$ cat config.mk
export PLATFORM = sky130hd
export DESIGN_NAME = wtrace_monitor
export DESIGN_NICKNAME = d
export VERILOG_FILES = /design/src/rtl/wtrace_pkg.sv /design/src/rtl/wtrace_match.sv /design/src/rtl/wtrace_vbl_window.sv /design/src/rtl/wtrace_counters.sv /design/src/rtl/wtrace_ring.sv /design/src/rtl/wtrace_monitor.sv
export SDC_FILE = /design/constraint.sdc
export NUM_CORES = 1
export LEC_CHECK = 0
export BUFFER_PORTS_ARGS = -buffer_cell sky130_fd_sc_hd__buf_2
export CAP_MARGIN = 10
export CORE_ASPECT_RATIO = 0.5
export CORE_MARGIN = 10
export CORE_UTILIZATION = 55
export DETAILED_ROUTE_END_ITERATION = 8
export PLACE_DENSITY_LB_ADDON = 0.15
export SETUP_SLACK_MARGIN = 0.1
export SYNTH_ARGS = -nofsm -noshare
export SYNTH_HDL_FRONTEND = slang
export SYNTH_SLANG_ARGS = --single-unit
$ cat constraint.sdc
create_clock -name clk -period 9.32 [get_ports clk]
set_input_delay 0.466 -clock clk [delete_from_list [all_inputs] [get_ports clk]]
set_output_delay 0.466 -clock clk [all_outputs]
set_load 0.1 [all_outputs]
$ cat src/rtl/wtrace_pkg.sv
package wtrace_pkg;
  localparam int ADDR_W  = 16;
  localparam int DATA_W  = 8;
  localparam int PC_W    = 16;
  localparam int FRAME_W = 16;

  typedef struct packed {
    logic [FRAME_W-1:0] frame;
    logic [PC_W-1:0]    pc;
    logic [DATA_W-1:0]  data;
  } trace_event_t;
endpackage

$ cat src/rtl/wtrace_match.sv
module wtrace_match
  import wtrace_pkg::*;
#(
  parameter int NUM_ADDR = 1,
  parameter logic [NUM_ADDR*ADDR_W-1:0] WATCH_ADDRS = 16'hFFC5
) (
  input  logic [ADDR_W-1:0] addr,
  output logic              hit
);
  logic [NUM_ADDR-1:0] hits;

  for (genvar g = 0; g < NUM_ADDR; g++) begin : g_cmp
    assign hits[g] = (addr == WATCH_ADDRS[g*ADDR_W +: ADDR_W]);
  end

  assign hit = |hits;
endmodule

$ cat src/rtl/wtrace_vbl_window.sv
module wtrace_vbl_window #(
  parameter int NEST_W = 2
) (
  input  logic clk,
  input  logic rst_n,
  input  logic clr,
  input  logic irq_ack,
  input  logic irq_vbl,
  input  logic reti,
  output logic open
);
  localparam logic [NEST_W-1:0] NEST_MAX = '1;

  logic              open_q, open_d;
  logic [NEST_W-1:0] nest_q, nest_d;

  always_comb begin
    open_d = open_q;
    nest_d = nest_q;
    if (clr) begin
      open_d = 1'b0;
      nest_d = '0;
    end else if (irq_ack) begin
      if (!open_q && irq_vbl) begin
        open_d = 1'b1;
        nest_d = '0;
      end else if (open_q && nest_q != NEST_MAX) begin
        nest_d = nest_q + 1'b1;
      end
    end else if (reti && open_q) begin
      if (nest_q == '0) open_d = 1'b0;
      else              nest_d = nest_q - 1'b1;
    end
  end

  always_ff @(posedge clk or negedge rst_n) begin
    if (!rst_n) begin
      open_q <= 1'b0;
      nest_q <= '0;
    end else begin
      open_q <= open_d;
      nest_q <= nest_d;
    end
  end

  assign open = open_q;
endmodule

$ cat src/rtl/wtrace_counters.sv
module wtrace_counters
  import wtrace_pkg::*;
#(
  parameter int CNT_W = 16
) (
  input  logic               clk,
  input  logic               rst_n,
  input  logic               clr,
  input  logic               hit,
  input  logic               in_win,
  input  logic [FRAME_W-1:0] frame,
  output logic [CNT_W-1:0]   total,
  output logic [CNT_W-1:0]   in_win_total,
  output logic [FRAME_W-1:0] first_frame
);
  localparam logic [CNT_W-1:0] CNT_MAX = '1;

  logic [CNT_W-1:0]   tot_q, tot_d, win_q, win_d;
  logic [FRAME_W-1:0] first_q, first_d;
  logic               seen_q, seen_d;

  always_comb begin
    tot_d   = tot_q;
    win_d   = win_q;
    first_d = first_q;
    seen_d  = seen_q;
    if (clr) begin
      tot_d   = '0;
      win_d   = '0;
      first_d = '1;
      seen_d  = 1'b0;
    end else if (hit) begin
      if (tot_q != CNT_MAX)           tot_d = tot_q + 1'b1;
      if (in_win && win_q != CNT_MAX) win_d = win_q + 1'b1;
      if (!seen_q) begin
        seen_d  = 1'b1;
        first_d = frame;
      end
    end
  end

  always_ff @(posedge clk or negedge rst_n) begin
    if (!rst_n) begin
      tot_q   <= '0;
      win_q   <= '0;
      first_q <= '1;
      seen_q  <= 1'b0;
    end else begin
      tot_q   <= tot_d;
      win_q   <= win_d;
      first_q <= first_d;
      seen_q  <= seen_d;
    end
  end

  assign total        = tot_q;
  assign in_win_total = win_q;
  assign first_frame  = first_q;
endmodule

$ cat src/rtl/wtrace_ring.sv
module wtrace_ring
  import wtrace_pkg::*;
#(
  parameter int DEPTH = 8,
  localparam int PTR_W = $clog2(DEPTH),
  localparam int FILL_W = $clog2(DEPTH + 1)
) (
  input  logic              clk,
  input  logic              rst_n,
  input  logic              clr,
  input  logic              push,
  input  trace_event_t      ev,
  input  logic [PTR_W-1:0]  rd_idx,
  output trace_event_t      rd_ev,
  output logic              rd_valid,
  output logic [FILL_W-1:0] fill
);
  localparam logic [FILL_W-1:0] FULL = FILL_W'(DEPTH);

  trace_event_t      mem [DEPTH];
  logic [PTR_W-1:0]  wp_q, wp_d;
  logic [FILL_W-1:0] fill_q, fill_d;
  logic [PTR_W-1:0]  oldest, phys;
  logic              do_push;

  assign do_push = push && !clr;

  always_comb begin
    wp_d   = wp_q;
    fill_d = fill_q;
    if (clr) begin
      wp_d   = '0;
      fill_d = '0;
    end else if (push) begin
      wp_d = wp_q + 1'b1;
      if (fill_q != FULL) fill_d = fill_q + 1'b1;
    end
  end

  always_ff @(posedge clk or negedge rst_n) begin
    if (!rst_n) begin
      wp_q   <= '0;
      fill_q <= '0;
    end else begin
      wp_q   <= wp_d;
      fill_q <= fill_d;
    end
  end

  always_ff @(posedge clk) begin
    if (do_push) mem[wp_q] <= ev;
  end

  assign oldest   = (fill_q == FULL) ? wp_q : '0;
  assign phys     = oldest + rd_idx;
  assign rd_valid = FILL_W'(rd_idx) < fill_q;
  assign rd_ev    = rd_valid ? mem[phys] : '0;
  assign fill     = fill_q;
endmodule

$ cat src/rtl/wtrace_monitor.sv
module wtrace_monitor
  import wtrace_pkg::*;
#(
  parameter int DEPTH    = 8,
  parameter int CNT_W    = 16,
  parameter int NEST_W   = 2,
  parameter int NUM_ADDR = 1,
  parameter logic [NUM_ADDR*16-1:0] WATCH_ADDRS = 16'hFFC5,
  localparam int PTR_W  = $clog2(DEPTH),
  localparam int FILL_W = $clog2(DEPTH + 1)
) (
  input  logic              clk,
  input  logic              rst_n,
  input  logic              clr,
  input  logic              wr_en,
  input  logic [15:0]       wr_addr,
  input  logic [7:0]        wr_data,
  input  logic [15:0]       wr_pc,
  input  logic [15:0]       frame_num,
  input  logic              irq_ack,
  input  logic              irq_vbl,
  input  logic              reti,
  input  logic [PTR_W-1:0]  rd_idx,
  output logic              rd_valid,
  output logic [15:0]       rd_frame,
  output logic [15:0]       rd_pc,
  output logic [7:0]        rd_data,
  output logic [FILL_W-1:0] valid_cnt,
  output logic [CNT_W-1:0]  total_cnt,
  output logic [CNT_W-1:0]  vbl_cnt,
  output logic [15:0]       first_frame,
  output logic              in_vbl_win
);
  logic         addr_hit, hit;
  trace_event_t ev_in, ev_out;

  wtrace_match #(.NUM_ADDR(NUM_ADDR), .WATCH_ADDRS(WATCH_ADDRS)) u_match (
    .addr(wr_addr), .hit(addr_hit)
  );

  assign hit = wr_en && addr_hit;

  wtrace_vbl_window #(.NEST_W(NEST_W)) u_win (
    .clk(clk), .rst_n(rst_n), .clr(clr), .irq_ack(irq_ack),
    .irq_vbl(irq_vbl), .reti(reti), .open(in_vbl_win)
  );

  wtrace_counters #(.CNT_W(CNT_W)) u_cnt (
    .clk(clk), .rst_n(rst_n), .clr(clr), .hit(hit), .in_win(in_vbl_win),
    .frame(frame_num), .total(total_cnt), .in_win_total(vbl_cnt),
    .first_frame(first_frame)
  );

  assign ev_in = '{frame: frame_num, pc: wr_pc, data: wr_data};

  wtrace_ring #(.DEPTH(DEPTH)) u_ring (
    .clk(clk), .rst_n(rst_n), .clr(clr), .push(hit), .ev(ev_in),
    .rd_idx(rd_idx), .rd_ev(ev_out), .rd_valid(rd_valid), .fill(valid_cnt)
  );

  assign rd_frame = ev_out.frame;
  assign rd_pc    = ev_out.pc;
  assign rd_data  = ev_out.data;
endmodule

==> metrics.yaml <==
viasPerCell: 5.82
use_met2_pct: 29.4
grt.total_usage_pct: 18.4
hp-class: "in2async"
grt_use_met1_pct: 25.4
vias: 8521
p_per_area_nw_per_um2: 194
critPathKind: "reg2out"
grt_max_degree: 67
initial_utilization_pct: 55.7
synth_edf_count: 320
wl_per_cell_um: 22.2
clock_latency_ns: 0.54
post_cts_buffers: 0
maxCapViolCount: 0
status: "finished clean"
io-pin-count: 160
gp_congestion: 0.761
crit_arrival_ns: 4.77
numCtsBuffers: 34
clkTransAtPathRegs_ns: 0.06
drive_gt1_share_pct: 31.7
total_leakage_power_nw: 6.26
fin_tns_setup_ns: 0
worst-path-max-fanout: 48
drtIter0Drc: 749
fin_skew_ns: 0.0168
core-area_um2: 27700
netlist_area_um2: 15400
place_inst: 1408
die_w_um: 257
synth-seq-cells: 379
synth_nets: 976
hold_viol_final: 0
ys_types: 55
die_h_um: 138
slew_headroom_pct: 36.1
nNetsFinal: 1139
endpoint_kind: "output pin"
clock-root-buffer: "clkbuf_16"
antennaDiodeCount: 0
rsz0062_at_grt: "no"
fmax_mhz: 191
route.antenna.remaining_nets: 0
cts_resized: 0
r2r_cells: 5
drc: 0
crit_path_start_kind: "flop"
h-tree-depth: 2
synth_area_per_cell_um2: 17.1
ir_worst_vdd_mv: 0.100
yosysSeqAreaShare_pct: 72.1
finalCriticalPeriod_ns: 5.23
grt_pass1_vias: 8954
drt_pass1_iterations: 7
ctsHoldBuffers: 0
grt_pass1_wl_mm: 51.5
met3_usage_pct: 4.34
finalCritPeriodShare_pct: 56.2
dpl.hpwl_mm: 18.3
setup_viol: 0
clkSinkCount: 379
synth_top_flop_cell: "edfxtp_1"
tightest_slew_ns: 0.958
fin_cells: 1465
portBuffers: 159
postSynthCellCount: 899
rrSetupSlack_ns: 7.04
clockBufferDepth: 3
async_flop_share_pct: 15.6
syn_to_final_growth_pct: 15.5
totalWireLength_mm: 32.5
cp.required_ns: 8.85
grt_antenna_before_repair: 0
slew_violations: 0
top_usage_layer: "met2"
rows: 43
dieArea_um2: 35500
cts_tree: "done"
ys_warn_count: 0
grt-ovfl-total: 0
metal layers:
layer  up-vias  wire length (um)  share of wire (%)
li1       3851                 -                  -
met2       229             15700                 48
met3        38              2010                6.2
met4         0               442                1.4
met5         -                 0                  0
met1      4403             14300                 44
worst paths after layout:
path / from / end
worst min register to register: u_cnt.seen_q / u_cnt.seen_q
min in group clk: wr_data[2] / u_ring.mem[1][2]
worst max-delay path: u_ring.fill[0] / rd_pc[10]
worst min-delay path: rst_n / u_cnt.in_win_total[0]
max in group asynchronous: rst_n / u_cnt.total[12]
worst max register to register: u_cnt.total[10] / u_cnt.total[13]
cells in the final DEF (no fill, tap or decap), types with 3 or more instances in the layout:
| cell type | n |
|---|---|
| a211o_1 | 16 |
| a21oi_1 | 66 |
| and2_1 | 4 |
| and3_1 | 11 |
| and4_1 | 4 |
| buf_2 | 159 |
| buf_4 | 16 |
| bufinv_16 | 4 |
| clkbuf_1 | 4 |
| clkbuf_16 | 35 |
| clkinv_1 | 6 |
| clkinv_2 | 4 |
| dfrtp_1 | 43 |
| dfstp_2 | 16 |
| edfxtp_1 | 320 |
| ha_1 | 9 |
| inv_1 | 11 |
| mux2i_1 | 3 |
| mux4_2 | 80 |
| nand2_1 | 99 |
| nand3_1 | 20 |
| nand4_1 | 3 |
| nor2_1 | 20 |
| nor2_4 | 3 |
| nor2b_1 | 22 |
| nor3_1 | 6 |
| nor3_2 | 3 |
| nor4_1 | 3 |
| o211ai_1 | 4 |
| o21ai_0 | 17 |
| o31ai_1 | 5 |
| or3_1 | 12 |
| or4_1 | 6 |
| xnor2_1 | 3 |
| xor2_1 | 7 |
stage by stage:
stage	total power [mW]	setup WS (ns)	instance area [um^2]	hold WS (ns)	util, %
6_report	3.45	4.09	17800	0.101	64.3
5_1_grt	3.57	3.79	17800	0.162	64.3
4_1_cts	3.49	3.97	17800	0.121	64.3
3_5_place_dp	2.10	4.54	16700	0.489	60.3
3_3_place_gp	2.09	4.61	16700	0.471	60.3
2_1_floorplan	2.03	3.43	15400	0.170	-
kinds of logic after synthesis:
logic type | after synthesis | share of synthesized area, %
and+or+nand+nor | 234 | 7.78
buffers and inverters | 59 | 1.67
adders and majority gates | 11 | 0.942
muxes | 85 | 12.0
xor gates and xnor gates | 12 | 0.682
AOI/OAI and AO/OA | 119 | 4.81
DFF | 379 | 72.1
registers in the layout (all words and copies together) (netlist names):
name	count
u_ring.mem	320
u_win.nest_q	2
u_win.open	1
u_cnt.first_frame	16
u_cnt.total	16
u_cnt.in_win_total	16
u_cnt.seen_q	1
u_ring.wp_q	3
u_ring.fill	4
where the power goes:
part | internal [mW] | switching (mW) | total (mW)
registers | 1.84 | 0.00123 | 1.84
clock network | 0.800 | 0.593 | 1.39
logic | 0.0595 | 0.159 | 0.218
synth_stat cells (11+ instances only):
cell	count	area, um^2
a21oi_1	66	330
nor2b_1	22	138
inv_1	11	41.3
nand2_1	99	372
mux4_2	80	1800
nor2_1	23	86.3
o21ai_0	17	85.1
a211o_1	16	140
and3_1	11	68.8
dfstp_2	16	420
clkbuf_1	27	101
or3_1	12	75.1
edfxtp_1	320	9610
buf_2	14	70.1
dfrtp_1	43	1080
nand3_1	20	100
worst max-delay path, cell delays in order, from the launching register on:
cell	delay, ns
dfrtp_1	0.43
inv_1	0.13
ha_1	0.18
and3b_1	0.20
and2_1	0.17
ha_4	0.13
inv_1	0.04
fa_4	1.15
buf_4	0.65
mux4_2	0.33
nand2_1	0.05
a21oi_1	0.25
buf_2	0.47
final cells by class:
class	instances	area, um^2
Fill cell	1992	9860
Tap cell	382	478
Timing Repair Buffer	175	916
Inverter	11	41.3
Sequential cell	379	11100
Multi-Input combinational cell	461	4150
Clock inverter	18	211
Clock buffer	39	891
(Power assumes the default switching activity.)
